--- src/rtl/sync_tx_pkg.sv ---
package sync_tx_pkg;
  localparam int ADDR_W = 2;

  localparam logic [ADDR_W-1:0] REG_CTRL = 2'd0;
  localparam logic [ADDR_W-1:0] REG_DIV  = 2'd1;
  localparam logic [ADDR_W-1:0] REG_STAT = 2'd2;
  localparam logic [ADDR_W-1:0] REG_DATA = 2'd3;

  localparam int ST_EMPTY = 0;
  localparam int ST_END   = 1;
  localparam int ST_OVR   = 2;

  typedef enum logic {SH_IDLE, SH_RUN} sh_state_t;
endpackage

--- src/rtl/sync_tx_regs.sv ---
module sync_tx_regs
  import sync_tx_pkg::*;
#(
  parameter int DATA_W    = 8,
  parameter int DIV_W     = 8,
  parameter int DIV_RESET = 3
) (
  input  logic              clk,
  input  logic              rst_n,
  input  logic [ADDR_W-1:0] bus_addr,
  input  logic              bus_we,
  input  logic [DATA_W-1:0] bus_wdata,
  input  logic              xfer_load,
  input  logic              xfer_done,
  output logic              en_o,
  output logic [DIV_W-1:0]  div_o,
  output logic [DATA_W-1:0] hold_o,
  output logic              full_o,
  output logic              txend_o,
  output logic              ovr_o,
  output logic [DATA_W-1:0] bus_rdata
);
  logic en_q, empty_q, txend_q, ovr_q;
  logic [DIV_W-1:0]  div_q;
  logic [DATA_W-1:0] hold_q;
  logic wr_ctrl, wr_div, wr_stat, wr_data;

  always_comb begin
    wr_ctrl = bus_we && (bus_addr == REG_CTRL);
    wr_div  = bus_we && (bus_addr == REG_DIV);
    wr_stat = bus_we && (bus_addr == REG_STAT);
    wr_data = bus_we && (bus_addr == REG_DATA);
  end

  always_ff @(posedge clk or negedge rst_n) begin
    if (!rst_n) begin
      en_q    <= 1'b0;
      div_q   <= DIV_W'(DIV_RESET);
      hold_q  <= '0;
      empty_q <= 1'b1;
      txend_q <= 1'b1;
      ovr_q   <= 1'b0;
    end else begin
      if (wr_ctrl) en_q <= bus_wdata[0];
      if (wr_div)  div_q <= bus_wdata[DIV_W-1:0];

      if (!en_q) begin
        empty_q <= 1'b1;
      end else if (xfer_load) begin
        empty_q <= 1'b1;
      end else if (wr_data && empty_q) begin
        hold_q  <= bus_wdata;
        empty_q <= 1'b0;
      end

      if (wr_data && en_q && !empty_q) ovr_q <= 1'b1;
      else if (wr_stat && !bus_wdata[ST_OVR]) ovr_q <= 1'b0;

      if (xfer_done) txend_q <= 1'b1;
      else if (xfer_load) txend_q <= 1'b0;
      else if (wr_stat && !bus_wdata[ST_END]) txend_q <= 1'b0;
    end
  end

  always_comb begin
    bus_rdata = '0;
    case (bus_addr)
      REG_CTRL: bus_rdata[0] = en_q;
      REG_DIV:  bus_rdata[DIV_W-1:0] = div_q;
      REG_STAT: begin
        bus_rdata[ST_EMPTY] = empty_q;
        bus_rdata[ST_END]   = txend_q;
        bus_rdata[ST_OVR]   = ovr_q;
      end
      default:  bus_rdata = '0;
    endcase
  end

  assign en_o    = en_q;
  assign div_o   = div_q;
  assign hold_o  = hold_q;
  assign full_o  = !empty_q;
  assign txend_o = txend_q;
  assign ovr_o   = ovr_q;
endmodule

--- src/rtl/sync_tx_baud.sv ---
module sync_tx_baud #(
  parameter int DIV_W = 8
) (
  input  logic             clk,
  input  logic             rst_n,
  input  logic             run,
  input  logic [DIV_W-1:0] div,
  output logic             tick
);
  logic [DIV_W-1:0] cnt_q;

  assign tick = run && (cnt_q == div);

  always_ff @(posedge clk or negedge rst_n) begin
    if (!rst_n)      cnt_q <= '0;
    else if (!run)   cnt_q <= '0;
    else if (tick)   cnt_q <= '0;
    else             cnt_q <= cnt_q + 1'b1;
  end
endmodule

--- src/rtl/sync_tx_shifter.sv ---
module sync_tx_shifter
  import sync_tx_pkg::*;
#(
  parameter int DATA_W = 8
) (
  input  logic              clk,
  input  logic              rst_n,
  input  logic              en,
  input  logic              full,
  input  logic [DATA_W-1:0] data_in,
  input  logic              tick,
  output logic              load,
  output logic              done,
  output logic              busy,
  output logic              sclk,
  output logic              sdo
);
  localparam int LAST = 2 * DATA_W;
  localparam int PH_W = $clog2(LAST + 1);
  localparam logic [PH_W-1:0] PH_LAST = PH_W'(LAST);

  sh_state_t         st_q;
  logic [PH_W-1:0]   ph_q;
  logic [DATA_W-2:0] rest_q;
  logic              sclk_q, sdo_q;
  logic              at_end;

  assign at_end = (st_q == SH_RUN) && tick && (ph_q == PH_LAST);
  assign load   = en && (((st_q == SH_IDLE) && full) || (at_end && full));
  assign done   = en && at_end && !full;
  assign busy   = (st_q == SH_RUN);
  assign sclk   = sclk_q;
  assign sdo    = sdo_q;

  always_ff @(posedge clk or negedge rst_n) begin
    if (!rst_n) begin
      st_q   <= SH_IDLE;
      ph_q   <= '0;
      rest_q <= '0;
      sclk_q <= 1'b1;
      sdo_q  <= 1'b0;
    end else if (!en) begin
      st_q   <= SH_IDLE;
      ph_q   <= '0;
      rest_q <= '0;
      sclk_q <= 1'b1;
    end else begin
      case (st_q)
        SH_IDLE: begin
          if (full) begin
            rest_q <= data_in[DATA_W-2:0];
            sdo_q  <= data_in[DATA_W-1];
            sclk_q <= 1'b1;
            ph_q   <= '0;
            st_q   <= SH_RUN;
          end
        end
        default: begin
          if (tick) begin
            if (ph_q == PH_LAST) begin
              if (full) begin
                rest_q <= data_in[DATA_W-2:0];
                sdo_q  <= data_in[DATA_W-1];
                sclk_q <= 1'b0;
                ph_q   <= PH_W'(1);
              end else begin
                st_q <= SH_IDLE;
                ph_q <= '0;
              end
            end else if (!ph_q[0]) begin
              sclk_q <= 1'b0;
              if (ph_q != '0) begin
                sdo_q  <= rest_q[DATA_W-2];
                rest_q <= {rest_q[DATA_W-3:0], 1'b0};
              end
              ph_q <= ph_q + 1'b1;
            end else begin
              sclk_q <= 1'b1;
              ph_q   <= ph_q + 1'b1;
            end
          end
        end
      endcase
    end
  end
endmodule

--- src/rtl/sync_tx_unit.sv ---
module sync_tx_unit
  import sync_tx_pkg::*;
#(
  parameter int DATA_W    = 8,
  parameter int DIV_W     = 8,
  parameter int DIV_RESET = 3
) (
  input  logic              clk,
  input  logic              rst_n,
  input  logic [1:0]        bus_addr,
  input  logic              bus_we,
  input  logic [DATA_W-1:0] bus_wdata,
  output logic [DATA_W-1:0] bus_rdata,
  output logic              sclk,
  output logic              sdo
);
  logic              ctrl_en;
  logic [DIV_W-1:0]  div_val;
  logic [DATA_W-1:0] hold_byte;
  logic              reg_full, reg_txend, reg_ovr;
  logic              sh_load, sh_done, sh_busy, baud_tick;

  sync_tx_regs #(.DATA_W(DATA_W), .DIV_W(DIV_W), .DIV_RESET(DIV_RESET)) u_regs (
    .clk(clk), .rst_n(rst_n), .bus_addr(bus_addr), .bus_we(bus_we),
    .bus_wdata(bus_wdata), .xfer_load(sh_load), .xfer_done(sh_done),
    .en_o(ctrl_en), .div_o(div_val), .hold_o(hold_byte), .full_o(reg_full),
    .txend_o(reg_txend), .ovr_o(reg_ovr), .bus_rdata(bus_rdata)
  );

  sync_tx_baud #(.DIV_W(DIV_W)) u_baud (
    .clk(clk), .rst_n(rst_n), .run(sh_busy), .div(div_val), .tick(baud_tick)
  );

  sync_tx_shifter #(.DATA_W(DATA_W)) u_shift (
    .clk(clk), .rst_n(rst_n), .en(ctrl_en), .full(reg_full), .data_in(hold_byte),
    .tick(baud_tick), .load(sh_load), .done(sh_done), .busy(sh_busy),
    .sclk(sclk), .sdo(sdo)
  );
endmodule

--- config.mk ---
export PLATFORM = sky130hd
export DESIGN_NAME = sync_tx_unit
export DESIGN_NICKNAME = d
export VERILOG_FILES = /design/src/rtl/sync_tx_pkg.sv /design/src/rtl/sync_tx_regs.sv /design/src/rtl/sync_tx_baud.sv /design/src/rtl/sync_tx_shifter.sv /design/src/rtl/sync_tx_unit.sv
export SDC_FILE = /design/constraint.sdc
export NUM_CORES = 1
export LEC_CHECK = 0
export ABC_AREA = 1
export BUFFER_PORTS_ARGS = -buffer_cell sky130_fd_sc_hd__buf_2
export CAP_MARGIN = 0
export CORE_MARGIN = 2
export CORE_UTILIZATION = 59
export CTS_CLUSTER_DIAMETER = 120
export DETAILED_ROUTE_END_ITERATION = 12
export PLACE_DENSITY = 0.81
export SYNTH_ARGS = -nofsm -noshare
export SYNTH_HDL_FRONTEND = slang
export SYNTH_SLANG_ARGS = --single-unit
export TNS_END_PERCENT = 20
--- constraint.sdc ---
create_clock -name clk -period 2.2 [get_ports clk]
set_clock_uncertainty 0.1 [all_clocks]
set_input_delay 0 -clock clk [delete_from_list [all_inputs] [get_ports clk]]
set_output_delay 0 -clock clk [all_outputs]
set_load 0.01 [all_outputs]
== Yosys cells after proc, flatten, opt, wreduce, memory -nomap -nowiden ==
Cells that the tools add are included.

* Register bits after elaboration: 43
* Output and inout port bits: 10
* Word-level logic and storage cells: 104

* Multiplexer cells: 44
* Bitwise logic cells: 2
* Equal/unequal tests: 14
* Reductions and logical operators: 30
* Add/sub/neg operators: 2

{| class="wikitable"
|+ Operator list
! operator !! count
|-
| 7-bit two-way mux || 7
|-
| 5-bit two-way mux || 6
|-
| 1-bit two-way mux || 27
|-
| 1-bit logical AND || 17
|-
| 8-bit two-way mux || 2
|-
| 4-bit inequality test (second input constant) || 3
|-
| 3-bit inequality test (second input constant) || 3
|-
| 3-bit AND reduction || 3
|-
| 8-bit by 1-bit adder with 8-bit output (second input constant) || 1
|-
| 8-bit equality test || 1
|-
| 3-bit by 2-bit inequality test with 1-bit output (second input constant) || 2
|-
| 5-bit by 1-bit adder with 5-bit output (second input constant) || 1
|-
| 5-bit equality test (second input constant) || 1
|-
| 5-bit nonzero test || 1
|-
| 2-bit equality test (second input constant) || 2
|-
| 2-bit case mux with 2 select lines || 1
|-
| 4-bit AND reduction || 1
|-
| 1-bit zero test || 3
|-
| 1-bit case mux with 3 select lines || 1
|-
| 3-bit nonzero test || 1
|-
| 2-bit by 1-bit equality test with 1-bit output (second input constant) || 1
|-
| 2-bit zero test || 1
|-
| 2-bit by 1-bit inequality test with 1-bit output (second input constant) || 1
|-
| 1-bit NOT || 2
|-
| other kinds (3) || 3
|}

== Logic depth before layout (Yosys ltp) ==
Gate-level depths: netlist (run 1).

* Depth after elaboration: 9
* Depth in mapped cells: 11
* Mapped depth without buffers: 10

== Modules after synthesis ==
A second synthesis (run 1) with hierarchy kept.

* Cells, all modules: 352
* Area, all modules: 2695.1 um^2

{| class="wikitable"
|+ Modules (own cells, without submodules)
! module !! area an instance (um^2) !! instances !! cells an instance
|-
| sync_tx_shifter || 1109.8 || 1 || 150
|-
| sync_tx_regs || 1071.0 || 1 || 131
|-
| sync_tx_baud || 514.2 || 1 || 71
|}

== Least setup slack after synthesis (run 1) ==
Ideal clock, no wire load.

* Path type: register -> register
* Start: reg u_shift.ph_q[0]
* End: reg u_shift.sdo_q (netlist: u_shift.sdo)
* Cell stages (with the launch flop): 11
* Path slack: 0.649 ns
* Period minus slack after synthesis: 1.551 ns
* Buffers on the path: 1
* Data arrival time: 1.334 ns
* Library setup time: 0.117 ns
* Path through: dfrtp_1 inv_1 ha_1 nand4_4 nand2_4 buf_12 nand2_1 nand2_1 inv_1 nand4_1 nand2_1

* Longest elaborated chain between the ends: 4
* Elaborated cells between the ends (all ways): 8

{| class="wikitable"
|+ RTL lines
! item !! line !! RTL
|-
| from (decl) || sync_tx_shifter.sv:23 || <nowiki>logic [PH_W-1:0] ph_q;</nowiki>
|-
| from (signal assigned) || sync_tx_shifter.sv:76 || <nowiki>ph_q <= ph_q + 1'b1;</nowiki>
|-
| from (signal assigned) || sync_tx_shifter.sv:79 || <nowiki>ph_q <= ph_q + 1'b1;</nowiki>
|-
| 5-bit equality test || sync_tx_shifter.sv:60 || <nowiki>if (ph_q == PH_LAST) begin</nowiki>
|-
| 1-bit two-way mux || sync_tx_shifter.sv:60 ||
|-
| 1-bit two-way mux || sync_tx_shifter.sv:59 || <nowiki>if (tick) begin</nowiki>
|-
| 1-bit two-way mux || sync_tx_shifter.sv:48 || <nowiki>case (st_q)</nowiki>
|-
| to (signal assigned) || sync_tx_shifter.sv:52 || <nowiki>sdo_q <= data_in[DATA_W-1];</nowiki>
|-
| to (signal assigned) || sync_tx_shifter.sv:63 || <nowiki>sdo_q <= data_in[DATA_W-1];</nowiki>
|-
| to (signal assigned) || sync_tx_shifter.sv:73 || <nowiki>sdo_q <= rest_q[DATA_W-2];</nowiki>
|-
| to (decl) || sync_tx_shifter.sv:25 || <nowiki>logic sclk_q, sdo_q;</nowiki>
|}

Parallel ways exist; a longest one is shown, timed or not. The select of a mux whose other input is x is not followed.
A chain may end at the register's enable or synchronous reset.

== Worst setup path in the final report (run 1) ==
* Start: reg u_shift.ph_q[0]
* End: reg u_shift.sclk_q (netlist: u_shift.sclk)

* Longest elaborated chain between the ends: 5
* Elaborated cells between the ends (all ways): 8

{| class="wikitable"
|+ RTL lines
! item !! line !! RTL
|-
| 5-bit equality test or 1-bit two-way mux (tied branches) || sync_tx_shifter.sv:60, sync_tx_shifter.sv:70 ||
|-
| 1-bit two-way mux || sync_tx_shifter.sv:60 ||
|-
| 1-bit two-way mux || sync_tx_shifter.sv:59 ||
|-
| 1-bit two-way mux || sync_tx_shifter.sv:48 ||
|-
| 1-bit two-way mux || sync_tx_shifter.sv:42 || <nowiki>end else if (!en) begin</nowiki>
|-
| to (signal assigned) || sync_tx_shifter.sv:46 || <nowiki>sclk_q <= 1'b1;</nowiki>
|-
| to (signal assigned) || sync_tx_shifter.sv:53 || <nowiki>sclk_q <= 1'b1;</nowiki>
|-
| to (signal assigned) || sync_tx_shifter.sv:64 || <nowiki>sclk_q <= 1'b0;</nowiki>
|-
| to (decl) || sync_tx_shifter.sv:25 ||
|}

Parallel ways exist; a longest one is shown, timed or not. The select of a mux whose other input is x is not followed.

==> results of run 1 <==
## registers in the layout, summed over array words and instances (netlist names)
name and cells:
u_regs.hold_o 8, u_shift.sclk 1, u_regs.txend_o 1, u_regs.empty_q 1, u_regs.ovr_o 1, u_baud.cnt_q 8
u_shift.ph_q 5, u_shift.rest_q 7, u_shift.busy 1, u_regs.div_o 8, u_regs.en_o 1, u_shift.sdo 1
## metal layers
layer	routed length [um]	GRT usage, %	up-vias
li1	-	-	1097
met1	2510	33.4	1027
met2	2520	37.4	43
met3	179	5.23	13
met4	119	8.55	0
met5	0	0	-
## power by group
group | leakage [nW] | total (mW) | switching (mW) | internal (mW)
combinational | 0.860 | 1.03 | 0.634 | 0.401
clock | 0.0618 | 0.662 | 0.289 | 0.374
sequential | 0.538 | 1.18 | 0.182 | 1.00
## Yosys cell counts (all sizes together)
cell     n
xor2     1
nor2    31
or2      2
o21ai   29
a21oi   10
nand2   95
mux2     2
a31o     1
clkbuf   1
inv     43
nor4     2
xnor2    7
dfrtp   38
buf     11
nor3b    2
nor3     3
o21a     1
o31ai    1
ha       8
a31oi    2
dfstp    5
nand4    3
nand3   29
## layout make-up
class                   instances  area, um2  area share [%]
flip-flops and latches         43       1080            37.6
clock inverters                 2       38.8            1.35
clock buffers                   6       82.6            2.87
multi-input cells             229       1210            41.9
well taps                      50       62.6            2.17
inverters                      43        161            5.60
repair buffers                 37        248            8.60
## placed cells by master, fill, tap and decap left out, types with 3 or more instances in the layout
cell,count
dfrtp_1,38
dfstp_2,5
clkbuf_8,6
dlygate4sd3_1,10
nor2_2,10
nor2_1,21
o21ai_0,19
inv_2,3
nand3_1,29
o21ai_2,6
buf_4,5
nor3_1,3
a21oi_1,10
ha_1,8
buf_2,22
xnor2_1,7
o21ai_1,4
inv_1,40
nand2_1,90
nand2_2,3
## worst max path at each step
stage / end / slack, ns
finish: u_shift.sclk / 0.45
global route: u_shift.rest_q[5] / 0.30
CTS: u_shift.rest_q[3] / 0.46
detailed placement: u_shift.rest_q[4] / 0.49
global placement: u_shift.rest_q[3] / 0.50
floorplan: u_shift.sdo / 0.65
## cell families after synthesis
family          Yosys count  synth area share [%]
simple gates            167                  29.9
buf+inv                  55                  9.90
compound gates           44                  10.0
flops                    43                  42.6
xor+xnor                  8                  2.76
fa+ha+maj                 8                  3.94
mux                       2                 0.887
==> results_dict.tcl, run 1 <==
set metrics [dict create \
    syn_to_final_growth_pct 13.4 \
    rsz0062_at_grt "false" \
    timing.final.crit_period_ns 1.75 \
    maxCapViolCount 0 \
    min_period_over_period_pct 79.4 \
    clk_pin_slew_ns 0.09 \
    path_max_fanout 7 \
    cp.depth 10 \
    clockBufferDepth 2 \
    postSynthNetCount 348 \
    slowest_stage "dfrtp_1" \
    ant_nets 0 \
    grt_overflow 0 \
    endpoint_kind "register" \
    crit_arrival_ns 1.88 \
    fin_area_um2 2880 \
    synth_area_um2 2540 \
    required_ns 2.34 \
    viasPerCell 5.32 \
    ff2ff_path_depth 10 \
    routedWlPerCell_um 13.0 \
    r2r-start "u_shift.ph_q[0]" \
    die_w_um 69.6 \
    p_leak_nw 1.46 \
    grt_pass1_wl_um 9350 \
    placementRows 23 \
    slew_headroom_pct 63.5 \
    hold_violations 0 \
    ys_warn_count 0 \
    synth_top_area_cell "dfrtp_1" \
    first_pass_iters 4 \
    placed_cell_area_um2 2660 \
    grt_pass1_vias 2021 \
    core_um2 4060 \
    setup.worst_path.start "u_shift.ph_q[0]" \
    path_class "reg -> reg" \
    slowest_delay_ns 0.46 \
    status "finished clean" \
    total_power_mw 2.88 \
    wl_um 5330 \
    grt_max_degree 18 \
    drc 0 \
    path_cells "inv_1 > ha_1 > nand4_4 > inv_2 > nand2_2 > nor2_1 > nand3_1 > nand2_1 > nand2_1 > nand2_1" \
    worst_pin_slew_ns 0.547 \
    diodes 0 \
    synth_top_area_share_pct 37.4 \
    numPortBuffers 22 \
    dpl.cell_count 392 \
    drt_iter0_markers 145 \
    power.density_nw_per_um2 999 \
    dp_hpwl_um 3980 \
    syn_area_per_cell_um2 7.77 \
    reg2reg_slack_ns 0.45 \
    start_kind "register" \
    clk-insertion-delay-late_ns 0.30 \
    fp.dieH_um 69.6 \
    yosysSeqAreaShare_pct 42.6 \
    fill_cells 329 \
    hold_path_class "in -> async" \
    fin_ws_ns 0.454 \
    htree_levels 2 \
    ys_ff_latch 43 \
    drv_slew 0 \
    setup_viol 0 \
    nets 380 \
    dr_total_vias 2180 \
    root_buffer "clkbuf_8" \
    final_cells 410 \
    cts_made_buffers 5 \
    final_layout_size_suffix_gt1_share_pct 19.7 \
    synthDistinctLibCells 34 \
    antenna_found_initial 0 \
    cts_resized 0 \
    ir_worst_vdd_v 0.000532 \
    dieArea_um2 4850 \
    crit_buf_inv 2 \
    cp_common_cell "nand2_1" \
    cts_tree "done" \
    postCtsSetupBuffers 0 \
    synth_area_leaders "dfrtp_1 37%, nand2_1 13%, inv_1 5.9%" \
    critical_path.top_delay_family "simple AND/OR/NAND/NOR gates" \
    grt_use_total_pct 24.1 \
    start_util_pct 62.6 \
    gp_congestion 0.847 \
    fin_util_pct 71.0 \
    syn_inst 327 \
    tns_ns 0 \
    r2r-end "u_shift.sclk" \
    ios 23 \
    pre_cts_ws_ns 0.488 \
    cts_hold_buf 10 \
    hold_slack_ns 0.0275 \
    cts_sinks 43 \
    fmax_ghz 0.573 \
]
Power figures use the tool's default switching activity.
==> run 2: changes to the inputs <==
- ABC_AREA: 1 -> 0
- CORE_UTILIZATION: 59 -> 53
- PLACE_DENSITY: 0.81 -> 0.78
- clock period: 2.2 -> 1.45 ns (I/O delays scaled with it)
==> results_dict.tcl, run 2 <==
set metrics [dict create \
    status "complete, but fails checks" \
    failed_checks "setup timing" \
    rsz0062_at_grt "true" \
    clock_power_share_pct 21.4 \
    worst_pin_slew_ns 0.407 \
    path_class "reg -> reg" \
    die_w_um 70.5 \
    p_seq_share_pct 41.7 \
    netlist_top_cells_count "38 x dfrtp_1, 22 x nand2_1, 17 x mux2_2" \
    grt_use_total_pct 26.7 \
    hold_end "u_regs.ovr_o" \
    clk_pin_slew_ns 0.08 \
    ys_ff_latch 43 \
    fmax_ghz 0.531 \
    yosysMostFrequentCell "dfrtp_1" \
    ff2ff_path_depth 6 \
    synth_xor_area_share_pct 5.24 \
    crit_arrival_ns 2.02 \
    synth_area_um2 2340 \
    drv_slew 0 \
    synth_compound_area_share_pct 12.3 \
    synth_fa_ha_area_share_pct 4.28 \
    syn_area_per_cell_um2 10.5 \
    drt_iter0_markers 150 \
    min_period_over_period_pct 130 \
    min_from "bus_addr[1]" \
    yosysSeqAreaShare_pct 46.2 \
    wl_um 5950 \
    layout_common_cells "39 x buf_4, 38 x dfrtp_1, 23 x buf_2, 22 x nand2_1, 17 x mux2_2" \
    ir_worst_vdd_v 0.000916 \
    required_ns 1.59 \
    hold_path_class "in -> reg" \
    reg2reg_slack_ns -0.43 \
    start_util_pct 54.5 \
    power.density_nw_per_um2 1250 \
    placementRows 24 \
    maxCapViolCount 0 \
    p_int_mw 2.62 \
    start_kind "register" \
    synth_top_family_by_area "simple AND/OR/NAND/NOR gates" \
    dp_hpwl_um 4030 \
    htree_levels 2 \
    path_cells "inv_2 > ha_4 > and4bb_4 > or3_4 > or4_1 > nand3_1" \
    synthMuxAreaShare_pct 12.5 \
    grt_max_degree 44 \
    root_buffer "clkbuf_8" \
    synthArstFlopShare_pct 100 \
    ys_warn_count 0 \
    slew_headroom_pct 72.8 \
    timing.final.crit_period_ns 1.88 \
    tns_ns -8.53 \
    syn_to_final_growth_pct 35.5 \
    synth_top_area_cell "dfrtp_1" \
    synth_edf_count 0 \
    dr_total_vias 1990 \
    pwr-share-comb_pct 36.9 \
    syn_inst 222 \
    dieArea_um2 4960 \
    numPortBuffers 22 \
    ant_nets 0 \
    routedWlPerCell_um 16.8 \
    final_layout_size_suffix_gt1_share_pct 39.9 \
    nets 321 \
    antenna_found_initial 0 \
    slowest_stage "or4_1" \
    cts_tree "done" \
    hold_violations 0 \
    sw_frac_of_total_pct 33.9 \
    postSynthNetCount 243 \
    p_sw_mw 1.34 \
    diodes 0 \
    clockBufferDepth 2 \
    drc 0 \
    r2r-end "u_shift.ph_q[3]" \
    gp_congestion 0.951 \
    hold_depth 4 \
    final_cells 353 \
    grt_overflow 0 \
    final_common_cell "buf_4" \
    grt_pass1_wl_um 10200 \
    synth_top_area_share_pct 40.6 \
    cts_made_buffers 5 \
    synthDistinctLibCells 48 \
    viasPerCell 5.64 \
    hold_slack_ns 0.0913 \
    dpl.cell_count 332 \
    ios 23 \
    path_max_fanout 4 \
    grt_pass1_vias 2151 \
    fin_ws_ns -0.433 \
    cts_sinks 43 \
    core_um2 4290 \
    endpoint_kind "register" \
    p_leak_nw 1.55 \
    synthFlopType "dfrtp_1" \
    setup_viol 28 \
    critical_path.top_delay_family "simple AND/OR/NAND/NOR gates" \
    fp.dieH_um 70.5 \
    clk-insertion-delay-late_ns 0.30 \
    yosys.area_share.simple_pct 15.8 \
    crit_buf_inv 1 \
    slowest_delay_ns 0.47 \
    r2r-start "u_shift.ph_q[0]" \
    synth_area_leaders "dfrtp_1 41%, mux2_2 8.2%, dfstp_2 5.6%" \
    first_pass_iters 4 \
]
[run 2: changes by cell type in the layout (fill, tap and decap cells not counted), moves of 10 or more]
| cell | delta |
|---|---|
| nand3_1 | -21 |
| o21ai_0 | -16 |
| nand2_1 | -68 |
| mux2_2 | +15 |
| nor2_2 | -10 |
| inv_1 | -32 |
| buf_4 | +34 |
[run 2: per-stage QoR]
| stage | setup WS, ns | total power, mW | cell area [um2] | util (%) |
|---|---|---|---|---|
| after CTS | -0.402 | 3.92 | 3140 | 73.2 |
| final | -0.433 | 3.96 | 3170 | 73.9 |
| after detailed placement | -0.408 | 2.96 | 2860 | 66.6 |
| after global routing | -0.510 | 4.21 | 3170 | 73.9 |
| after floorplan | -0.504 | 2.43 | 2370 | - |
| after global placement | -0.371 | 2.90 | 2860 | 66.6 |
[run 2: how the worst max path moves through the flow]
stage	slack, ns	depth (start not counted)	end	from
2_1_floorplan	-0.50	7	u_shift.ph_q[3]	u_shift.ph_q[0]
3_3_place_gp	-0.37	6	u_shift.ph_q[3]	u_shift.ph_q[0]
3_5_place_dp	-0.41	8	u_shift.rest_q[6]	u_shift.ph_q[0]
4_1_cts	-0.40	5	u_shift.sdo	u_regs.div_o[1]
5_1_grt	-0.51	6	u_shift.sclk	u_baud.cnt_q[2]
6_report	-0.43	6	u_shift.ph_q[3]	u_shift.ph_q[0]
[run 2: worst min-delay path, delay by kind of cell]
kind | cells | cell delay (ns)
adders and majority gates | 1 | 0.18
buffers and inverters | 1 | 0.12
and+or+nand+nor | 2 | 0.16
[run 2: logic make-up (layout without fill, tap and decap cells)]
| logic type | Yosys count | count (layout) |
|---|---|---|
| xor gates and xnor gates | 14 | 14 |
| AOI/OAI and AO/OA | 41 | 41 |
| muxes | 27 | 27 |
| and+or+nand+nor | 68 | 68 |
| DFF | 43 | 43 |
| adders and majority gates | 8 | 8 |
| buffers and inverters | 21 | 100 |
[run 2: routing by layer]
metal	vias up	global-route usage, %	part of all wire (%)
met3	6	4.62	4.6
met5	-	0	0
met4	0	7.69	1.1
met2	61	45.7	52
met1	978	34.6	42
li1	945	-	-
[run 2: repair_timing]
item	in CTS	in global routing
resized for setup	16	4
hold buffers	10	0
setup buffers	1	1
pin swaps	5	2
endpoints found under the hold margin	62	0
gates cloned	0	1
endpoints found under the setup margin	34	35
[run 2: power by group through the flow]
stage                     Combinational, mW  Clock (mW)  Sequential, mW
after floorplan                       0.815           0            1.61
after global placement                 1.26           0            1.65
after detailed placement               1.30           0            1.66
after CTS                              1.41       0.861            1.64
after global routing                   1.61       0.912            1.68
final                                  1.46       0.849            1.65
[run 2: cell type report]
class | count | area, um2
clock inverter | 1 | 7.51
fill | 302 | 1120
tap | 52 | 65.1
clock buffer | 7 | 96.3
inverter | 10 | 37.5
sequential | 43 | 1080
timing repair buffer | 82 | 647
multi-input combinational | 158 | 1240
